--- src/rtl/cc_pkg.sv ---
package cc_pkg;

    typedef enum logic [1:0] {
        ST_IDLE,
        ST_RUNIN,
        ST_START,
        ST_DATA
    } cc_state_t;

    // cosine of idx * 22.5 degrees, scaled by 1000
    function automatic int cos_milli(input logic [3:0] idx);
        int r;
        unique case (idx)
            4'd0:  r = 1000;
            4'd1:  r = 924;
            4'd2:  r = 707;
            4'd3:  r = 383;
            4'd4:  r = 0;
            4'd5:  r = -383;
            4'd6:  r = -707;
            4'd7:  r = -924;
            4'd8:  r = -1000;
            4'd9:  r = -924;
            4'd10: r = -707;
            4'd11: r = -383;
            4'd12: r = 0;
            4'd13: r = 383;
            4'd14: r = 707;
            default: r = 924;
        endcase
        return r;
    endfunction

    // run-in sample: starts at lo, peaks at hi half-way through the period
    function automatic logic [7:0] runin_level(input logic [3:0] idx,
                                               input int lo, input int hi);
        int mid;
        int amp;
        mid = (lo + hi) / 2;
        amp = (hi - lo) / 2;
        return 8'(mid - (amp * cos_milli(idx)) / 1000);
    endfunction

endpackage

--- src/rtl/cc_bit_timer.sv ---
module cc_bit_timer #(
    parameter int ACC_W         = 24,
    parameter int LINE_525      = 1716,
    parameter int LINE_625      = 1728,
    parameter int BITS_PER_LINE = 32,
    parameter int PH_W          = 4
) (
    input  logic            clk,
    input  logic            rst_n,
    input  logic            run,
    input  logic            std625,
    output logic            tick,
    output logic [PH_W-1:0] phase
);
    localparam longint FULL    = longint'(1) << ACC_W;
    localparam logic [ACC_W:0] INC_A =
        (ACC_W+1)'((FULL * BITS_PER_LINE + LINE_525 / 2) / LINE_525);
    localparam logic [ACC_W:0] INC_B =
        (ACC_W+1)'((FULL * BITS_PER_LINE + LINE_625 / 2) / LINE_625);
    localparam int MIN_GAP = LINE_525 / BITS_PER_LINE;

    logic [ACC_W-1:0] acc;
    logic [ACC_W:0]   sum;

    assign sum   = {1'b0, acc} + (std625 ? INC_B : INC_A);
    assign tick  = run & sum[ACC_W];
    assign phase = acc[ACC_W-1 -: PH_W];

    always_ff @(posedge clk or negedge rst_n) begin
        if (!rst_n)   acc <= '0;
        else if (run) acc <= sum[ACC_W-1:0];
        else          acc <= '0;
    end

    // clocks since the last tick or since the timer was idle
    logic [7:0] gap_cnt;
    always_ff @(posedge clk or negedge rst_n) begin
        if (!rst_n)                  gap_cnt <= '0;
        else if (!run || tick)       gap_cnt <= '0;
        else if (gap_cnt != 8'hFF)   gap_cnt <= gap_cnt + 8'd1;
    end

    // bit ticks are never closer than one bit period of the shorter line
    p_tick_gap_r10: assert property (@(posedge clk) disable iff (!rst_n)
        tick |-> (int'(gap_cnt) >= MIN_GAP - 1));

endmodule

--- src/rtl/cc_char_regs.sv ---
module cc_char_regs #(
    parameter int          CHAR_W    = 8,
    parameter int          NUM_CHARS = 4,
    parameter logic [7:0]  RST_CHAR  = 8'h80
) (
    input  logic                                 clk,
    input  logic                                 rst_n,
    input  logic                                 wr_en,
    input  logic [$clog2(NUM_CHARS+1)-1:0]       wr_addr,
    input  logic [CHAR_W-1:0]                    wr_data,
    input  logic                                 fsync,
    output logic [NUM_CHARS-1:0][CHAR_W-1:0]     act_chars,
    output logic [1:0]                           en_mask
);
    localparam int ADDR_W = $clog2(NUM_CHARS + 1);

    logic [NUM_CHARS-1:0][CHAR_W-1:0] shadow;
    logic fsync_q;
    logic fs_fall;
    logic unused_ctrl;

    assign fs_fall     = fsync_q & ~fsync;
    assign unused_ctrl = ^wr_data[CHAR_W-1:2];

    always_ff @(posedge clk or negedge rst_n) begin
        if (!rst_n) fsync_q <= 1'b0;
        else        fsync_q <= fsync;
    end

    for (genvar g = 0; g < NUM_CHARS; g++) begin : g_char
        always_ff @(posedge clk or negedge rst_n) begin
            if (!rst_n) begin
                shadow[g]    <= CHAR_W'(RST_CHAR);
                act_chars[g] <= CHAR_W'(RST_CHAR);
            end else begin
                if (wr_en && wr_addr == ADDR_W'(g)) shadow[g] <= wr_data;
                if (fs_fall)                        act_chars[g] <= shadow[g];
            end
        end
    end

    always_ff @(posedge clk or negedge rst_n) begin
        if (!rst_n)                                    en_mask <= 2'b00;
        else if (wr_en && wr_addr == ADDR_W'(NUM_CHARS)) en_mask <= wr_data[1:0];
    end

    // transmitted characters change only right after a frame-sync fall
    p_hold_r8: assert property (@(posedge clk) disable iff (!rst_n)
        !fs_fall |=> $stable(act_chars));

    // a write without a frame-sync fall leaves the transmitted copy alone
    p_write_shadow_only_r8: assert property (@(posedge clk) disable iff (!rst_n)
        (wr_en && !fs_fall) |=> $stable(act_chars));

endmodule

--- src/rtl/cc_line_encoder.sv ---
module cc_line_encoder
    import cc_pkg::*;
#(
    parameter int LINE_W      = 10,
    parameter int H_W         = 11,
    parameter int START_CLK   = 284,
    parameter int F1_LINE_525 = 21,
    parameter int F2_LINE_525 = 284,
    parameter int F1_LINE_625 = 22,
    parameter int F2_LINE_625 = 335,
    parameter int LVL_LO      = 16,
    parameter int LVL_HI      = 126,
    parameter int RUNIN_BITS  = 7,
    parameter int DATA_BITS   = 16
) (
    input  logic              clk,
    input  logic              rst_n,
    input  logic [LINE_W-1:0] line_num,
    input  logic              field2,
    input  logic [H_W-1:0]    h_cnt,
    input  logic              fsync,
    input  logic              std625,
    input  logic              wr_en,
    input  logic [2:0]        wr_addr,
    input  logic [7:0]        wr_data,
    output logic [7:0]        cc_level,
    output logic              cc_active
);
    localparam int CNT_W = $clog2(DATA_BITS + 1);

    cc_state_t                state, state_nx;
    logic [CNT_W-1:0]         bit_cnt;
    logic [DATA_BITS-1:0]     shreg;
    logic [3:0][7:0]          act_chars;
    logic [1:0]               en_mask;
    logic                     tick;
    logic [3:0]               phase;
    logic [LINE_W-1:0]        tgt_line;
    logic                     trigger;

    cc_char_regs #(.CHAR_W(8), .NUM_CHARS(4), .RST_CHAR(8'h80)) u_regs (
        .clk      (clk),
        .rst_n    (rst_n),
        .wr_en    (wr_en),
        .wr_addr  (wr_addr),
        .wr_data  (wr_data),
        .fsync    (fsync),
        .act_chars(act_chars),
        .en_mask  (en_mask)
    );

    cc_bit_timer #(.ACC_W(24), .LINE_525(1716), .LINE_625(1728),
                   .BITS_PER_LINE(32), .PH_W(4)) u_timer (
        .clk   (clk),
        .rst_n (rst_n),
        .run   (state != ST_IDLE),
        .std625(std625),
        .tick  (tick),
        .phase (phase)
    );

    always_comb begin
        if (std625) tgt_line = field2 ? LINE_W'(F2_LINE_625) : LINE_W'(F1_LINE_625);
        else        tgt_line = field2 ? LINE_W'(F2_LINE_525) : LINE_W'(F1_LINE_525);
    end

    assign trigger = (line_num == tgt_line) && (h_cnt == H_W'(START_CLK))
                   && (field2 ? en_mask[1] : en_mask[0]);

    // next-state logic
    always_comb begin
        state_nx = state;
        unique case (state)
            ST_IDLE:  if (trigger) state_nx = ST_RUNIN;
            ST_RUNIN: if (tick && bit_cnt == CNT_W'(RUNIN_BITS - 1)) state_nx = ST_START;
            ST_START: if (tick) state_nx = ST_DATA;
            ST_DATA:  if (tick && bit_cnt == CNT_W'(DATA_BITS - 1)) state_nx = ST_IDLE;
            default:  state_nx = ST_IDLE;
        endcase
    end

    // state register, bit counter and character shifter
    always_ff @(posedge clk or negedge rst_n) begin
        if (!rst_n) begin
            state   <= ST_IDLE;
            bit_cnt <= '0;
            shreg   <= '0;
        end else begin
            state <= state_nx;
            if (state_nx != state) bit_cnt <= '0;
            else if (tick)         bit_cnt <= bit_cnt + 1'b1;
            if (state == ST_IDLE && trigger)
                shreg <= field2 ? {act_chars[3], act_chars[2]}
                                : {act_chars[1], act_chars[0]};
            else if (state == ST_DATA && tick)
                shreg <= {1'b0, shreg[DATA_BITS-1:1]};
        end
    end

    // registered outputs
    always_ff @(posedge clk or negedge rst_n) begin
        if (!rst_n) begin
            cc_active <= 1'b0;
            cc_level  <= 8'(LVL_LO);
        end else begin
            cc_active <= (state != ST_IDLE);
            unique case (state)
                ST_IDLE:  cc_level <= 8'(LVL_LO);
                ST_RUNIN: cc_level <= runin_level(phase, LVL_LO, LVL_HI);
                ST_START: cc_level <= 8'(LVL_HI);
                ST_DATA:  cc_level <= shreg[0] ? 8'(LVL_HI) : 8'(LVL_LO);
                default:  cc_level <= 8'(LVL_LO);
            endcase
        end
    end

    // the insertion begins two clocks after the start sample
    p_start_point_r4: assert property (@(posedge clk) disable iff (!rst_n)
        $rose(cc_active) |-> ($past(h_cnt, 2) == H_W'(START_CLK)));

    // outside an insertion the output rests at the blank level
    p_idle_quiet_r9: assert property (@(posedge clk) disable iff (!rst_n)
        !cc_active |-> (cc_level == 8'(LVL_LO)));

    // data bits use only the two logic levels
    p_data_binary_r9: assert property (@(posedge clk) disable iff (!rst_n)
        (state == ST_DATA) |=> (cc_level == 8'(LVL_HI) || cc_level == 8'(LVL_LO)));

    // the run-in never counts past its seven periods
    p_runin_len_r5: assert property (@(posedge clk) disable iff (!rst_n)
        (state == ST_RUNIN) |-> (int'(bit_cnt) < RUNIN_BITS));

    // the start bit lasts exactly one tick
    p_start_one_r6: assert property (@(posedge clk) disable iff (!rst_n)
        (state == ST_START && tick) |=> (state == ST_DATA));

endmodule

--- config.mk ---
export PLATFORM = sky130hd
export DESIGN_NAME = cc_line_encoder
export DESIGN_NICKNAME = d
export VERILOG_FILES = /design/src/rtl/cc_pkg.sv /design/src/rtl/cc_bit_timer.sv /design/src/rtl/cc_char_regs.sv /design/src/rtl/cc_line_encoder.sv
export SDC_FILE = /design/constraint.sdc
export NUM_CORES = 1
export LEC_CHECK = 0
export ABC_AREA = 1
export BUFFER_PORTS_ARGS = -buffer_cell sky130_fd_sc_hd__buf_4
export CORE_MARGIN = 2
export CORE_UTILIZATION = 50
export DETAILED_ROUTE_END_ITERATION = 8
export GPL_TIMING_DRIVEN = 0
export PLACE_DENSITY_LB_ADDON = 0.05
export SLEW_MARGIN = 20
export SYNTH_ARGS = -nofsm -noshare
export SYNTH_HDL_FRONTEND = slang
export SYNTH_HIERARCHICAL = 1
export SYNTH_SLANG_ARGS = --single-unit
--- constraint.sdc ---
create_clock -name clk -period 12.33 [get_ports clk]
set_clock_uncertainty 0.1 [all_clocks]
set_input_delay 2.466 -clock clk [delete_from_list [all_inputs] [get_ports clk]]
set_output_delay 2.466 -clock clk [all_outputs]
set_load 0.005 [all_outputs]
==> flow_metrics.tcl <==
set metrics [dict create \
    htree_levels 4 \
    fin_nets 2689 \
    clk_pin_slew_ps 60 \
    core.rowCount 62 \
    drt-total-wl_mm 44.5 \
    cp_max_fo 8 \
    drtPass1Iterations 5 \
    cts.hold.buffers_added 0 \
    cts-root-buf "clkbuf_16" \
    drive_above_1_share_pct 33.0 \
    syn_inst 2301 \
    setup_ws_ps -1920 \
    yosys.area.top_type_share_pct 19.8 \
    slowest_delay_ps 530 \
    whs_ps 362 \
    min_from "u_regs/shadow[23]$_DFFE_PN1P_" \
    grt-ovfl-total 0 \
    synth_edf_count 0 \
    core_area_sq_um 28500 \
    yosys.area.top_type "dfrtp_1" \
    grt_pass1_wl_mm 71.2 \
    rsz0062_at_grt "true" \
    r2r_slack_ps -1920 \
    ant_nets 0 \
    clkLatencyLatePin_ps 410 \
    critPathKind "flip-flop to flip-flop" \
    hold_violations 0 \
    fin_crit_sh_pct 116 \
    violations "negative setup slack" \
    vias_per_cell 5.35 \
    final_core_util_pct 69.0 \
    tightest_slew_ps 741 \
    hold_path_depth 2 \
    routedWlPerCell_um 15.0 \
    async_flop_share_pct 100 \
    drt_iter0_markers 1066 \
    crit_arrival_ps 14430 \
    period_needed_ps 14250 \
    synth.most_common_cell "nand2_1" \
    pin_count 47 \
    reg2reg_depth 113 \
    remaining_drc_errors 0 \
    hold_class "flip-flop to flip-flop" \
    final-setup-viol-count 8 \
    r2r-end "cc_level[6]$_DFF_PN0_" \
    start_util_pct 50.4 \
    synth-seq-area-share_pct 21.5 \
    min_to "u_regs/shadow[23]$_DFFE_PN1P_" \
    worstSetupStartpointType "flip-flop" \
    crit_top_cell "nand2_2" \
    die-area_sq_um 30200 \
    r2r-start "u_timer/acc[21]$_DFF_PN0_" \
    yosysUniqueCellTypes 68 \
    leakage_nw 10.2 \
    dp.final_hpwl_mm 30.5 \
    synth-main-ff-cell "dfrtp_1" \
    peakVddDrop_uv 77.0 \
    synth_area_sq_um 14400 \
    power.density_nw_per_um2 54.0 \
    areaGrowthSynthToFinish_pct 36.8 \
    gp_congestion 0.899 \
    grt_max_degree 67 \
    cts_tree "built" \
    outcome "finished, violations left" \
    maxCapViolCount 0 \
    fp.dieW_um 174 \
    track_usage_pct 28.1 \
    end_kind "flip-flop" \
    ys_warn_count 6 \
    die_y_um 174 \
    first_global_vias 15188 \
    cts_buffer_depth 2 \
    port_buffers 46 \
    worst_path_max_delay_cell "fa_2" \
    avgSynthCellArea_sq_um 6.26 \
    fillers 2430 \
    diodes 0 \
    synth_seq_cells 123 \
    dr_total_vias 15838 \
    numCtsBuffers 17 \
    max_clock_freq_mhz 70.2 \
    cp.required_ps 12510 \
    cts_sinks 123 \
    slew_viol_final 0 \
    yosys-top-cells-count "nand2_1, inv_1, nand3_1" \
    relSlewSlack_pct 50.4 \
    syn_nets 2428 \
    synth_top_cells_by_area "dfrtp_1, nand2_1, nand3_1, inv_1, ha_1" \
    grt_antenna_before_repair 0 \
    crit_start "u_timer/acc[21]$_DFF_PN0_" \
]
-- timing repair --
item	CTS	global route
gates resized for setup	258	159
pin swaps	154	107
setup buffers	146	42
endpoints found under the setup margin	8	8
gates cloned	7	0
-- critical path: cells and delay by family, from the launching register on --
family                     cells  cell delay, ps
and+or+nand+nor               83            8760
adders and majority gates      7            2370
buffers and inverters         18            1670
AOI/OAI and AO/OA              5             750
DFF                            1             390
-- sequential cells by signal (all words and copies together), names as in the netlist --
name / count
u_regs/act_chars: 32
u_regs/shadow: 32
u_timer/acc: 24
shreg: 16
cc_level: 8
bit_cnt: 5
state: 2
u_regs/en_mask: 2
cc_active: 1
u_regs/fsync_q: 1
-- report_power, final --
part / switching, mW / leakage, nW / internal [mW] / total, mW
Clock: 0.176 / 0.277 / 0.303 / 0.479
Sequential: 0.0255 / 1.57 / 0.450 / 0.475
Combinational: 0.0676 / 8.31 / 0.0399 / 0.108
-- routing by layer --
metal | part of all wire, % | routed length (um) | global-route usage, % | vias up
li1 | - | - | - | 7841
met1 | 44 | 19700 | 37.1 | 7422
met2 | 49 | 21800 | 49.0 | 458
met3 | 3.9 | 1740 | 2.19 | 117
met4 | 3.0 | 1320 | 9.31 | 0
met5 | 0 | 0 | 0 | -
-- area by class of cell --
class | instances | area (sq um) | share of cell area [%]
Multi-Input combinational cell | 1766 | 11700 | 59.6
Sequential cell | 123 | 3090 | 15.7
Timing Repair Buffer | 239 | 1980 | 10.1
Inverter | 375 | 1470 | 7.48
Clock buffer | 26 | 509 | 2.59
Tap cell | 384 | 480 | 2.44
Buffer | 40 | 363 | 1.84
Clock inverter | 6 | 63.8 | 0.324
-- through the flow --
stage               cell area [sq um]  worst slack, ps  TNS [ps]  std cells  power, mW
global placement                15800            -2830    -20090       2731      0.584
finish                          19700            -1920    -13240       2959       1.06
detailed placement              15900            -2980    -21190       2733      0.589
floorplan                       15000             -592     -2720       2301      0.540
global route                    19700            -2810    -20150       2959       1.11
CTS                             18700            -1270     -8120       2918       1.07
-- cell families (layout without fill, tap and decap cells) --
family	count (synthesis)	in the layout	share of synthesized area (%)
simple gates	1429	1433	46.2
buf+inv	416	686	11.7
compound gates	182	182	7.73
flops	123	123	21.5
fa+ha+maj	89	89	8.99
xor+xnor	59	59	3.77
mux	3	3	0.209
-- cell usage in the layout, fill, tap and decap left out, types with 12 or more instances in the layout --
| master | count |
|---|---|
| ha_4 | 17 |
| ha_1 | 45 |
| nand4_1 | 48 |
| nand3_2 | 50 |
| fa_1 | 23 |
| xor2_1 | 34 |
| inv_4 | 12 |
| nand2_1 | 620 |
| nand2_4 | 61 |
| nor2_2 | 37 |
| buf_6 | 27 |
| nor2_4 | 53 |
| inv_1 | 300 |
| nor3_1 | 20 |
| o21ai_0 | 32 |
| a21oi_2 | 13 |
| inv_2 | 55 |
| o21ai_1 | 12 |
| o21ai_2 | 21 |
| a21oi_1 | 45 |
| nand3_1 | 191 |
| buf_4 | 216 |
| nand3_4 | 32 |
| nor2_1 | 141 |
| clkbuf_16 | 18 |
| nand2_2 | 129 |
| clkbuf_1 | 14 |
| dfrtp_1 | 114 |
-- worst max-delay path by stage --
stage                                 end  slack [ps]  cells after the start
floorplan           cc_level[4]$_DFF_PN1_        -590                    113
global placement    cc_level[7]$_DFF_PN0_       -2830                    103
detailed placement  cc_level[7]$_DFF_PN0_       -2980                    103
CTS                 cc_level[7]$_DFF_PN0_       -1270                    121
global route        cc_level[7]$_DFF_PN0_       -2810                    109
finish              cc_level[6]$_DFF_PN0_       -1920                    113
Power figures use the tool's default switching activity.
